===== src/rtl/idec_pkg.sv =====
package idec_pkg;

  localparam int INSN_W   = 16;
  localparam int REG_W    = 4;
  localparam int OP_W     = 8;
  localparam int IMM_W    = 8;
  localparam int DISP_W   = 10;
  localparam int ADDR_W   = 32;
  localparam int COND_W   = 4;
  localparam int SUBOP_W  = 2;

  localparam logic [OP_W-1:0] OP_LO_END   = 8'h0E;
  localparam logic [OP_W-1:0] OP_HI_START = 8'h19;
  localparam logic [OP_W-1:0] OP_HI_END   = 8'h39;
  localparam logic [COND_W-1:0] COND_LAST = 4'd9;

  typedef enum logic [1:0] {
    FMT_REG  = 2'd0,
    FMT_IMM  = 2'd1,
    FMT_BR   = 2'd2,
    FMT_NONE = 2'd3
  } fmt_e;

  // strobes from control to datapath
  typedef struct packed {
    fmt_e fmt;
    logic valid;
    logic illegal;
    logic ext;
    logic nop;
    logic shift;
    logic stackUse;
  } ctl_t;

  // full decoded record
  typedef struct packed {
    fmt_e                fmt;
    logic                valid;
    logic                illegal;
    logic                ext;
    logic                nop;
    logic                shift;
    logic                stackUse;
    logic [OP_W-1:0]     op;
    logic [REG_W-1:0]    regA;
    logic [REG_W-1:0]    regB;
    logic [IMM_W-1:0]    imm;
    logic [ADDR_W-1:0]   offset;
  } dec_t;

  function automatic logic regOpLegal(input logic [OP_W-1:0] op);
    return (op <= OP_LO_END) || ((op >= OP_HI_START) && (op <= OP_HI_END));
  endfunction

  function automatic logic regOpLong(input logic [OP_W-1:0] op);
    logic r;
    unique case (op)
      8'h01, 8'h03, 8'h08, 8'h09, 8'h0C, 8'h0D,
      8'h1A, 8'h1B, 8'h1D, 8'h1F, 8'h20, 8'h22,
      8'h24, 8'h30, 8'h36, 8'h37, 8'h38, 8'h39: r = 1'b1;
      default:                                  r = 1'b0;
    endcase
    return r;
  endfunction

  function automatic logic regOpShift(input logic [OP_W-1:0] op);
    return (op == 8'h27) || (op == 8'h28) || (op == 8'h2D);
  endfunction

  function automatic logic regOpStack(input logic [OP_W-1:0] op);
    return (op == 8'h03) || (op == 8'h04) || (op == 8'h19);
  endfunction

endpackage


===== src/rtl/idec_control.sv =====
module idec_control
  import idec_pkg::*;
(
  input  logic            clk,
  input  logic            rstN,
  input  logic            insnValid,
  input  logic [OP_W-1:0] insnHi,
  output ctl_t            ctl
);

  localparam int TOP = OP_W - 1;

  logic isReg, isImm, isBr;
  logic [COND_W-1:0] cond;
  logic legal;

  assign isReg = ~insnHi[TOP];
  assign isImm = insnHi[TOP] & ~insnHi[TOP-1];
  assign isBr  = insnHi[TOP] &  insnHi[TOP-1];
  assign cond  = insnHi[TOP-2 -: COND_W];

  always_comb begin
    legal = 1'b0;
    if (isReg)      legal = regOpLegal(insnHi);
    else if (isImm) legal = 1'b1;
    else if (isBr)  legal = (cond <= COND_LAST);
  end

  always_comb begin
    ctl          = '0;
    ctl.fmt      = FMT_NONE;
    ctl.illegal  = insnValid & ~legal;
    ctl.valid    = insnValid & legal;
    if (insnValid && legal) begin
      if (isReg) begin
        ctl.fmt      = FMT_REG;
        ctl.ext      = regOpLong(insnHi);
        ctl.nop      = (insnHi == '0);
        ctl.shift    = regOpShift(insnHi);
        ctl.stackUse = regOpStack(insnHi);
      end else if (isImm) begin
        ctl.fmt = FMT_IMM;
      end else begin
        ctl.fmt = FMT_BR;
      end
    end
  end

  // an idle slot produces neither a decode nor a fault
  a_r9_idle_quiet: assert property (@(posedge clk) disable iff (!rstN)
    !insnValid |-> (!ctl.valid && !ctl.illegal));

  // only register-form words may carry an extension word
  a_r4_ext_regform: assert property (@(posedge clk) disable iff (!rstN)
    (insnValid && insnHi[TOP]) |-> !ctl.ext);

  // reserved branch conditions are faulted
  a_r5_bad_cond: assert property (@(posedge clk) disable iff (!rstN)
    (insnValid && isBr && cond > COND_LAST) |-> ctl.illegal);

endmodule


===== src/rtl/idec_datapath.sv =====
module idec_datapath
  import idec_pkg::*;
#(
  parameter bit REG_OUT = 1'b1
)(
  input  logic              clk,
  input  logic              rstN,
  input  logic              stall,
  input  logic [INSN_W-1:0] insn,
  input  ctl_t              ctl,
  output dec_t              dec
);

  localparam int SEXT_W = ADDR_W - DISP_W - 1;

  dec_t nxt;
  dec_t idle;

  always_comb begin
    idle     = '0;
    idle.fmt = FMT_NONE;
  end

  always_comb begin
    nxt          = idle;
    nxt.illegal  = ctl.illegal;
    if (ctl.valid) begin
      nxt.fmt      = ctl.fmt;
      nxt.valid    = 1'b1;
      nxt.ext      = ctl.ext;
      nxt.nop      = ctl.nop;
      nxt.shift    = ctl.shift;
      nxt.stackUse = ctl.stackUse;
      case (ctl.fmt)
        FMT_REG: begin
          nxt.op   = insn[15:8];
          nxt.regA = insn[7:4];
          nxt.regB = insn[3:0];
        end
        FMT_IMM: begin
          nxt.op   = {{(OP_W-SUBOP_W){1'b0}}, insn[13:12]};
          nxt.regA = insn[11:8];
          nxt.imm  = insn[IMM_W-1:0];
        end
        FMT_BR: begin
          nxt.op     = {{(OP_W-COND_W){1'b0}}, insn[13:10]};
          nxt.offset = {{SEXT_W{insn[DISP_W-1]}}, insn[DISP_W-1:0], 1'b0};
        end
        default: ;
      endcase
    end
  end

  generate
    if (REG_OUT) begin : g_reg
      dec_t q;
      always_ff @(posedge clk) begin
        if (!rstN)       q <= idle;
        else if (!stall) q <= nxt;
      end
      assign dec = q;

      // a stalled stage keeps every output
      a_r8_stall_hold: assert property (@(posedge clk) disable iff (!rstN)
        stall |=> $stable(q));
    end else begin : g_comb
      logic unusedTie;
      assign unusedTie = stall;
      assign dec = nxt;
    end
  endgenerate

  // a fault never comes with a decode or a length
  a_r5_exclusive: assert property (@(posedge clk) disable iff (!rstN)
    dec.illegal |-> (!dec.valid && !dec.ext && dec.fmt == FMT_NONE));

  // long words are register form only
  a_r4_long_regform: assert property (@(posedge clk) disable iff (!rstN)
    dec.ext |-> (dec.valid && dec.fmt == FMT_REG));

  // no-operation has opcode zero and is short
  a_r6_nop_short: assert property (@(posedge clk) disable iff (!rstN)
    dec.nop |-> (dec.op == '0 && !dec.ext));

  // branch displacement is always an even byte count
  a_r3_even_disp: assert property (@(posedge clk) disable iff (!rstN)
    (dec.fmt == FMT_BR) |-> !dec.offset[0]);

  // no fields without a valid decode
  a_r9_no_leak: assert property (@(posedge clk) disable iff (!rstN)
    !dec.valid |-> (dec.op == '0 && dec.regA == '0 && dec.imm == '0 && dec.offset == '0));

endmodule


===== src/rtl/insn_format_decoder.sv =====
module insn_format_decoder
  import idec_pkg::*;
#(
  parameter bit REG_OUT = 1'b1
)(
  input  logic              clk,
  input  logic              rstN,
  input  logic              stall,
  input  logic              insnValid,
  input  logic [INSN_W-1:0] insn,
  output logic              decValid,
  output logic              decIllegal,
  output logic [1:0]        decFmt,
  output logic [OP_W-1:0]   decOp,
  output logic [REG_W-1:0]  decRegA,
  output logic [REG_W-1:0]  decRegB,
  output logic [IMM_W-1:0]  decImm,
  output logic [ADDR_W-1:0] decOffset,
  output logic              decLong,
  output logic              decNop,
  output logic              decShift,
  output logic              decStackUse
);

  ctl_t ctl;
  dec_t dec;

  idec_control u_ctl (
    .clk       (clk),
    .rstN      (rstN),
    .insnValid (insnValid),
    .insnHi    (insn[INSN_W-1 -: OP_W]),
    .ctl       (ctl)
  );

  idec_datapath #(.REG_OUT(REG_OUT)) u_dp (
    .clk   (clk),
    .rstN  (rstN),
    .stall (stall),
    .insn  (insn),
    .ctl   (ctl),
    .dec   (dec)
  );

  assign decValid    = dec.valid;
  assign decIllegal  = dec.illegal;
  assign decFmt      = dec.fmt;
  assign decOp       = dec.op;
  assign decRegA     = dec.regA;
  assign decRegB     = dec.regB;
  assign decImm      = dec.imm;
  assign decOffset   = dec.offset;
  assign decLong     = dec.ext;
  assign decNop      = dec.nop;
  assign decShift    = dec.shift;
  assign decStackUse = dec.stackUse;

endmodule


===== config.mk =====
export PLATFORM = sky130hd
export DESIGN_NAME = insn_format_decoder
export DESIGN_NICKNAME = d
export VERILOG_FILES = /design/src/rtl/idec_pkg.sv /design/src/rtl/idec_control.sv /design/src/rtl/idec_datapath.sv /design/src/rtl/insn_format_decoder.sv
export SDC_FILE = /design/constraint.sdc
export NUM_CORES = 1
export LEC_CHECK = 0
export ABC_AREA = 1
export BUFFER_PORTS_ARGS = -buffer_cell sky130_fd_sc_hd__buf_2
export CAP_MARGIN = 20
export CORE_MARGIN = 2
export CORE_UTILIZATION = 50
export CTS_BUF_LIST = sky130_fd_sc_hd__clkbuf_8
export DETAILED_ROUTE_END_ITERATION = 10
export GPL_TIMING_DRIVEN = 0
export PLACE_DENSITY = 0.91
export SLEW_MARGIN = 10
export SYNTH_ARGS = -nofsm -noshare
export SYNTH_HDL_FRONTEND = slang
export SYNTH_SLANG_ARGS = --single-unit

===== constraint.sdc =====
create_clock -name clk -period 1.8 [get_ports clk]
set_clock_uncertainty 0.1 [all_clocks]
set_input_delay 0.36 -clock clk [delete_from_list [all_inputs] [get_ports clk]]
set_output_delay 0.36 -clock clk [all_outputs]
set_load 0.01 [all_outputs]

==> results of run 1 <==
-- cells by family (layout without fill, tap and decap cells) --
kind of cell,count (synthesis),count (layout),share of synthesized area [%]
buffers and inverters,62,146,15.7
DFF,42,42,39.4
and+or+nand+nor,148,148,32.3
other,1,1,0.176
AOI/OAI and AO/OA,38,38,12.4
-- metrics by stage --
| stage | setup slack [ns] | power [mW] | TNS (ns) | utilization [%] |
|---|---|---|---|---|
| after floorplan | 0.177 | 1.14 | 0 | - |
| after global placement | -0.0809 | 1.22 | -0.910 | 63.5 |
| after detailed placement | -0.0840 | 1.22 | -0.897 | 63.5 |
| after CTS | 0.172 | 1.83 | 0 | 65.8 |
| after global routing | 0.0674 | 1.91 | 0 | 65.8 |
| final | 0.183 | 1.83 | 0 | 65.8 |
-- path summary, 6_finish.rpt --
check	to	cells after the start	slack, ns
setup / recovery	decOffset[12]	2	0.18
hold / removal	u_dp.dec[6]	3	0.16
setup reg to reg	u_dp.dec[30]	2	0.90
hold reg to reg	u_dp.dec[54]	2	0.32
-- power by group through the flow --
| stage | registers, mW | clock network [mW] | logic, mW |
|---|---|---|---|
| after floorplan | 0.983 | 0 | 0.157 |
| after detailed placement | 0.975 | 0 | 0.249 |
| after global routing | 0.956 | 0.673 | 0.278 |
| final | 0.954 | 0.625 | 0.252 |
| after global placement | 0.975 | 0 | 0.248 |
| after CTS | 0.954 | 0.629 | 0.250 |
-- repair_timing --
action,CTS,global route
resized for setup,1,0
endpoints found under the setup margin,21,0
buffers inserted,0,0
-- layout by cell type, fill, tap and decap left out, types with 2 or more instances in the layout --
| master | n |
|---|---|
| nand3_1 | 14 |
| clkbuf_8 | 5 |
| dfxtp_1 | 41 |
| nor3_1 | 5 |
| inv_2 | 4 |
| a32o_1 | 6 |
| inv_1 | 23 |
| clkinvlp_4 | 2 |
| buf_2 | 79 |
| nor2_4 | 2 |
| buf_4 | 24 |
| nor2_1 | 22 |
| nand2_1 | 81 |
| o21ai_1 | 4 |
| nand3b_1 | 3 |
| nor2_2 | 4 |
| o21ai_0 | 15 |
| a31oi_1 | 2 |
| o22ai_1 | 2 |
| nand4_1 | 6 |
| clkbuf_1 | 6 |
| nand2_2 | 7 |
-- routing by layer --
layer	part of all wire [%]	GRT usage (%)	wire length [µm]
met5	0	0	0
met4	1.4	8.50	79
met3	6.0	5.67	331
met2	48	36.8	2630
met1	45	29.6	2450
-- area by class of cell --
type	instances	area, µm²
Inverter	28	106
Clock inverter	3	23.8
Sequential cell	42	842
Tap cell	50	62.6
Buffer	34	229
Multi-Input combinational cell	187	958
Fill cell	360	1390
Timing Repair Buffer	76	380
Clock buffer	5	68.8
-- worst max-delay path, cell delays in order (launching register included) --
cell     delay, ns
dfxtp_2       0.56
buf_4         0.17
buf_2         0.12
==> results.py, run 1 <==
metrics = {
    "outcome": {
        "run_status": "completed",
    },
    "pwr": {
        "ir_worst_vdd_mv": 0.439,
        "p_switching_uw": 524,
        "power.density_mw_per_mm2": 685,
        "p_seq_share_pct": 52.1,
        "clkPwrFrac_pct": 34.1,
        "p_leak_nw": 1.43,
        "p_int_mw": 1.31,
        "combinationalPowerShare_pct": 13.8,
        "power.share.switching_pct": 28.6,
    },
    "cts": {
        "cts_sinks": 42,
        "clockRootBuffer": "clkbuf_8",
        "clock_latency_ns": 0.30,
        "h-tree-depth": 2,
        "hold_buffers": 0,
        "clkSlewWorstSetupHoldPaths_ns": 0.09,
        "numCtsBuffers": 5,
        "cts_buffer_depth": 2,
        "cts_tree": "done",
    },
    "yosys": {
        "ys_top_cells_by_count": "81 x nand2_1, 42 x dfxtp_1, 24 x buf_4",
        "syn_avg_cell_area_um2": 7.34,
        "yosysMostFrequentCell": "nand2_1",
        "synth.largest_area_cell": "dfxtp_1",
        "synth_flop_cell": "dfxtp_1",
        "yosysUniqueCellTypes": 36,
        "synth_edf_count": 0,
        "synth.top_cell.area_share_pct": 39.4,
        "yosysWarnings": 0,
        "ys_top_cells_by_area": "dfxtp_1 39%, nand2_1 14%, buf_4 8.4%",
        "netlist_area_mm2": 0.00213,
        "syn_inst": 291,
        "ys_ff_latch": 42,
        "synth_nets": 311,
        "seq_area_frac_synth_pct": 39.4,
        "async_flop_share_pct": 0,
    },
    "die": {
        "start_util_pct": 52.6,
        "fp.dieW_um": 69.3,
        "core_region_area_mm2": 0.00406,
        "rows": 23,
        "fp.dieArea_mm2": 0.00481,
        "ios": 84,
        "dieHeight_um": 69.3,
    },
    "setup_path": {
        "arrival_ns": 1.16,
        "critPathKind": "reg -> out",
        "r2r_start": "u_dp.dec[30]",
        "crit_path_start": "u_dp.dec[30]",
        "endpoint_kind": "output port",
        "critPathMaxFanout": 23,
        "cp-start-kind": "register",
        "crit_required_ns": 1.34,
    },
    "min_path": {
        "hp-start": "insn[5]",
        "min_path_type": "in -> reg",
    },
    "routing": {
        "via_count": 2127,
        "drc_errors": 0,
        "antenna_left": 0,
        "dr.pass1.iters": 4,
        "via_per_inst": 5.00,
        "drt-total-wl_mm": 5.48,
        "wl_per_cell_um": 12.9,
        "drtIter0Drc": 119,
    },
    "timing": {
        "slew_headroom_pct": 60.7,
        "drv_slew": 0,
        "hold_viol": 0,
        "worst_slew_pin_slew_ns": 0.587,
        "whs_ns": 0.162,
        "post-route-period-util_pct": 89.8,
        "period_minus_slack_ns": 1.62,
        "rsz0062_at_grt": "false",
        "max_freq_ghz": 0.618,
        "setup_viol": 0,
    },
    "grt": {
        "grt_max_degree": 24,
        "gr-total-overflow": 0,
        "grt_pass1_wl_mm": 8.98,
        "antenna_found_initial": 0,
        "first_global_vias": 1924,
        "grt_usage_pct": 22.8,
    },
    "placement": {
        "dp_hpwl_mm": 4.13,
        "dp_cells": 417,
        "io_buffer_count": 76,
        "dpl_cell_area_mm2": 0.00258,
        "gp_congestion": 0.904,
    },
    "layout": {
        "diodes": 0,
        "final_area_mm2": 0.00267,
        "area_delta_synth_final_pct": 25.1,
        "nets": 394,
        "largest_reg_flops": 42,
        "drive_above_1_share_pct": 36.8,
        "layoutNonFillerInstCount": 425,
    },
    "flow_run": {
        "maxCapViolCount": 0,
    },
}
Power figures use the tool's default switching activity.
==> run 2: changes to the inputs <==
--- a/config.mk
+++ b/config.mk
@@ -5,11 +5,10 @@
 export SDC_FILE = /design/constraint.sdc
 export NUM_CORES = 1
 export LEC_CHECK = 0
-export ABC_AREA = 1
 export BUFFER_PORTS_ARGS = -buffer_cell sky130_fd_sc_hd__buf_2
 export CAP_MARGIN = 20
 export CORE_MARGIN = 2
-export CORE_UTILIZATION = 50
+export CORE_UTILIZATION = 49
 export CTS_BUF_LIST = sky130_fd_sc_hd__clkbuf_8
 export DETAILED_ROUTE_END_ITERATION = 10
 export GPL_TIMING_DRIVEN = 0
==> run 2 against run 1 <==
The flow now finishes with violations (negative setup slack). Worst setup slack lost 0.21 ns. Combinational power down 11%. Cell count is 19% lower. Count of clock-buffer cells in the layout is the same.
==> results.py, run 2 <==
metrics = {
    "cts": {
        "numCtsBuffers": 5,
        "clock_latency_ns": 0.30,
        "hold_buffers": 0,
        "cts_tree": "done",
        "h-tree-depth": 2,
        "cts_buffer_depth": 2,
        "clkSlewWorstSetupHoldPaths_ns": 0.09,
        "clockRootBuffer": "clkbuf_8",
        "cts_sinks": 42,
    },
    "die": {
        "fp.dieW_um": 66.6,
        "rows": 22,
        "start_util_pct": 51.8,
        "dieHeight_um": 66.6,
        "fp.dieArea_mm2": 0.00444,
        "core_region_area_mm2": 0.00372,
        "ios": 84,
    },
    "timing": {
        "setup_tns_ns": -0.0612,
        "whs_ns": 0.190,
        "setup_viol": 2,
        "drv_slew": 0,
        "worst_slew_pin_slew_ns": 0.553,
        "slew_headroom_pct": 62.6,
        "worst_slack_ns": -0.0318,
        "period_minus_slack_ns": 1.83,
        "max_freq_ghz": 0.546,
        "hold_viol": 0,
        "rsz0062_at_grt": "true",
        "post-route-period-util_pct": 102,
    },
    "setup_path": {
        "rrSetupSlack_ns": 0.87,
        "endpoint_kind": "register",
        "critPathKind": "in -> reg",
        "critPathMaxFanout": 9,
        "crit_path_start": "insn[9]",
        "cp-start-kind": "input pin",
        "arrival_ns": 1.92,
        "crit_required_ns": 1.89,
        "r2r_start": "u_dp.dec[45]",
        "reg2regPathDepth": 3,
        "crit_end": "u_dp.dec[48]",
        "timing.rr.end": "u_dp.dec[45]",
    },
    "layout": {
        "layoutNonFillerInstCount": 346,
        "nets": 317,
        "final_common_cell": "buf_2",
        "area_delta_synth_final_pct": 31.5,
        "drive_above_1_share_pct": 40.9,
        "final_cell_mix": "80 x buf_2, 41 x dfxtp_1, 23 x a22o_1, 23 x buf_4, 15 x nand2_1",
        "largest_reg_flops": 42,
        "final_area_mm2": 0.00253,
        "finalCoreUtilization_pct": 68.0,
        "diodes": 0,
    },
    "yosys": {
        "synth.top_cell.area_share_pct": 43.7,
        "yosysWarnings": 0,
        "ys_ff_latch": 42,
        "syn_inst": 208,
        "ys_top_cells_by_area": "dfxtp_1 44%, a22o_1 10%, buf_4 8.6%",
        "synth.largest_area_cell": "dfxtp_1",
        "syn_avg_cell_area_um2": 9.25,
        "netlist_area_mm2": 0.00192,
        "ys_top_cells_by_count": "42 x dfxtp_1, 23 x a22o_1, 22 x buf_4",
        "seq_area_frac_synth_pct": 43.7,
        "yosysMostFrequentCell": "dfxtp_1",
        "yosysUniqueCellTypes": 45,
        "synth_edf_count": 0,
        "synth_nets": 228,
        "async_flop_share_pct": 0,
        "synth_flop_cell": "dfxtp_1",
    },
    "pwr": {
        "power.density_mw_per_mm2": 713,
        "power_mw": 1.80,
        "p_leak_nw": 1.27,
        "ir_worst_vdd_mv": 0.378,
    },
    "routing": {
        "antenna_left": 0,
        "drtIter0Drc": 85,
        "via_per_inst": 5.41,
        "via_count": 1871,
        "drc_errors": 0,
        "wl_per_cell_um": 14.1,
        "drt-total-wl_mm": 4.89,
        "dr.pass1.iters": 4,
    },
    "grt": {
        "grt_max_degree": 24,
        "antenna_found_initial": 0,
        "first_global_vias": 1587,
        "grt_pass1_wl_mm": 7.36,
        "grt_usage_pct": 22.0,
        "gr-total-overflow": 0,
    },
    "placement": {
        "dp_hpwl_mm": 3.61,
        "pre_cts_slack_ns": -0.914,
        "gp_congestion": 0.915,
        "dpl_cell_area_mm2": 0.00239,
        "dp_cells": 337,
        "io_buffer_count": 81,
    },
    "outcome": {
        "violations": "negative setup slack",
        "run_status": "finished, violations left",
    },
    "min_path": {
        "hold_depth": 2,
        "min_path_type": "in -> reg",
    },
    "flow_run": {
        "maxCapViolCount": 0,
    },
}
-- run 2: changes by cell type in the layout (fill, tap and decap cells not counted), sizes merged, moves of 4 or more --
cell and delta:
a22oi +6, and2 +6, a22o +22, nor2b +4
nor2 -20, inv -22, o21ai -12, clkbuf +4
nand4 -6, buf +5, nand3 -11, nand2 -74
and3 +4, a21oi +6
-- run 2: where the power goes --
group / leakage (nW) / internal [mW] / switching, mW / total (mW)
clock: 0.0408 / 0.277 / 0.350 / 0.627
combinational: 0.888 / 0.0908 / 0.133 / 0.224
sequential: 0.340 / 0.943 / 0.00858 / 0.952
-- run 2: cells by family after synthesis --
logic type | after synthesis | synth area share, %
compound gates | 64 | 25.5
other cells | 1 | 0.195
simple gates | 56 | 16.1
mux | 2 | 1.11
xor+xnor | 1 | 0.456
buf+inv | 42 | 12.9
flops | 42 | 43.7
-- run 2: worst max-delay path, stage by stage --
cell	delay, ns
buf_8	0.10
or3_4	0.38
a222oi_1	0.42
and4bb_1	0.24
buf_6	0.14
a221o_1	0.28
-- run 2: how the worst min path moves through the flow --
stage | startpoint | to
after floorplan | insn[0] | u_dp.dec[40]
after global placement | u_dp.dec[60] | u_dp.dec[60]
after detailed placement | u_dp.dec[59] | u_dp.dec[59]
after CTS | insn[2] | u_dp.dec[42]
after global routing | insn[2] | u_dp.dec[42]
final | insn[2] | u_dp.dec[42]
-- run 2: cell type report --
| type | instances | area (µm²) |
|---|---|---|
| Sequential cell | 42 | 842 |
| Timing Repair Buffer | 82 | 429 |
| Inverter | 5 | 18.8 |
| Buffer | 37 | 233 |
| Multi-Input combinational cell | 124 | 853 |
| Fill cell | 301 | 1190 |
| Clock inverter | 3 | 23.8 |
| Clock buffer | 5 | 68.8 |
| Tap cell | 48 | 60.1 |
-- run 2: timing repair --
action / CTS / global route
resized for setup: 10 / 2
buffers inserted: 1 / 0
pin swaps: 1 / 1
endpoints found under the setup margin: 50 / 9
-- run 2: per-layer routing --
metal,part of all wire [%],global-route usage [%],vias to the layer above
li1,-,-,916
met1,43,28.0,854
met2,46,34.8,90
met3,8.7,6.08,11
met4,1.6,9.95,0
met5,0,0,-
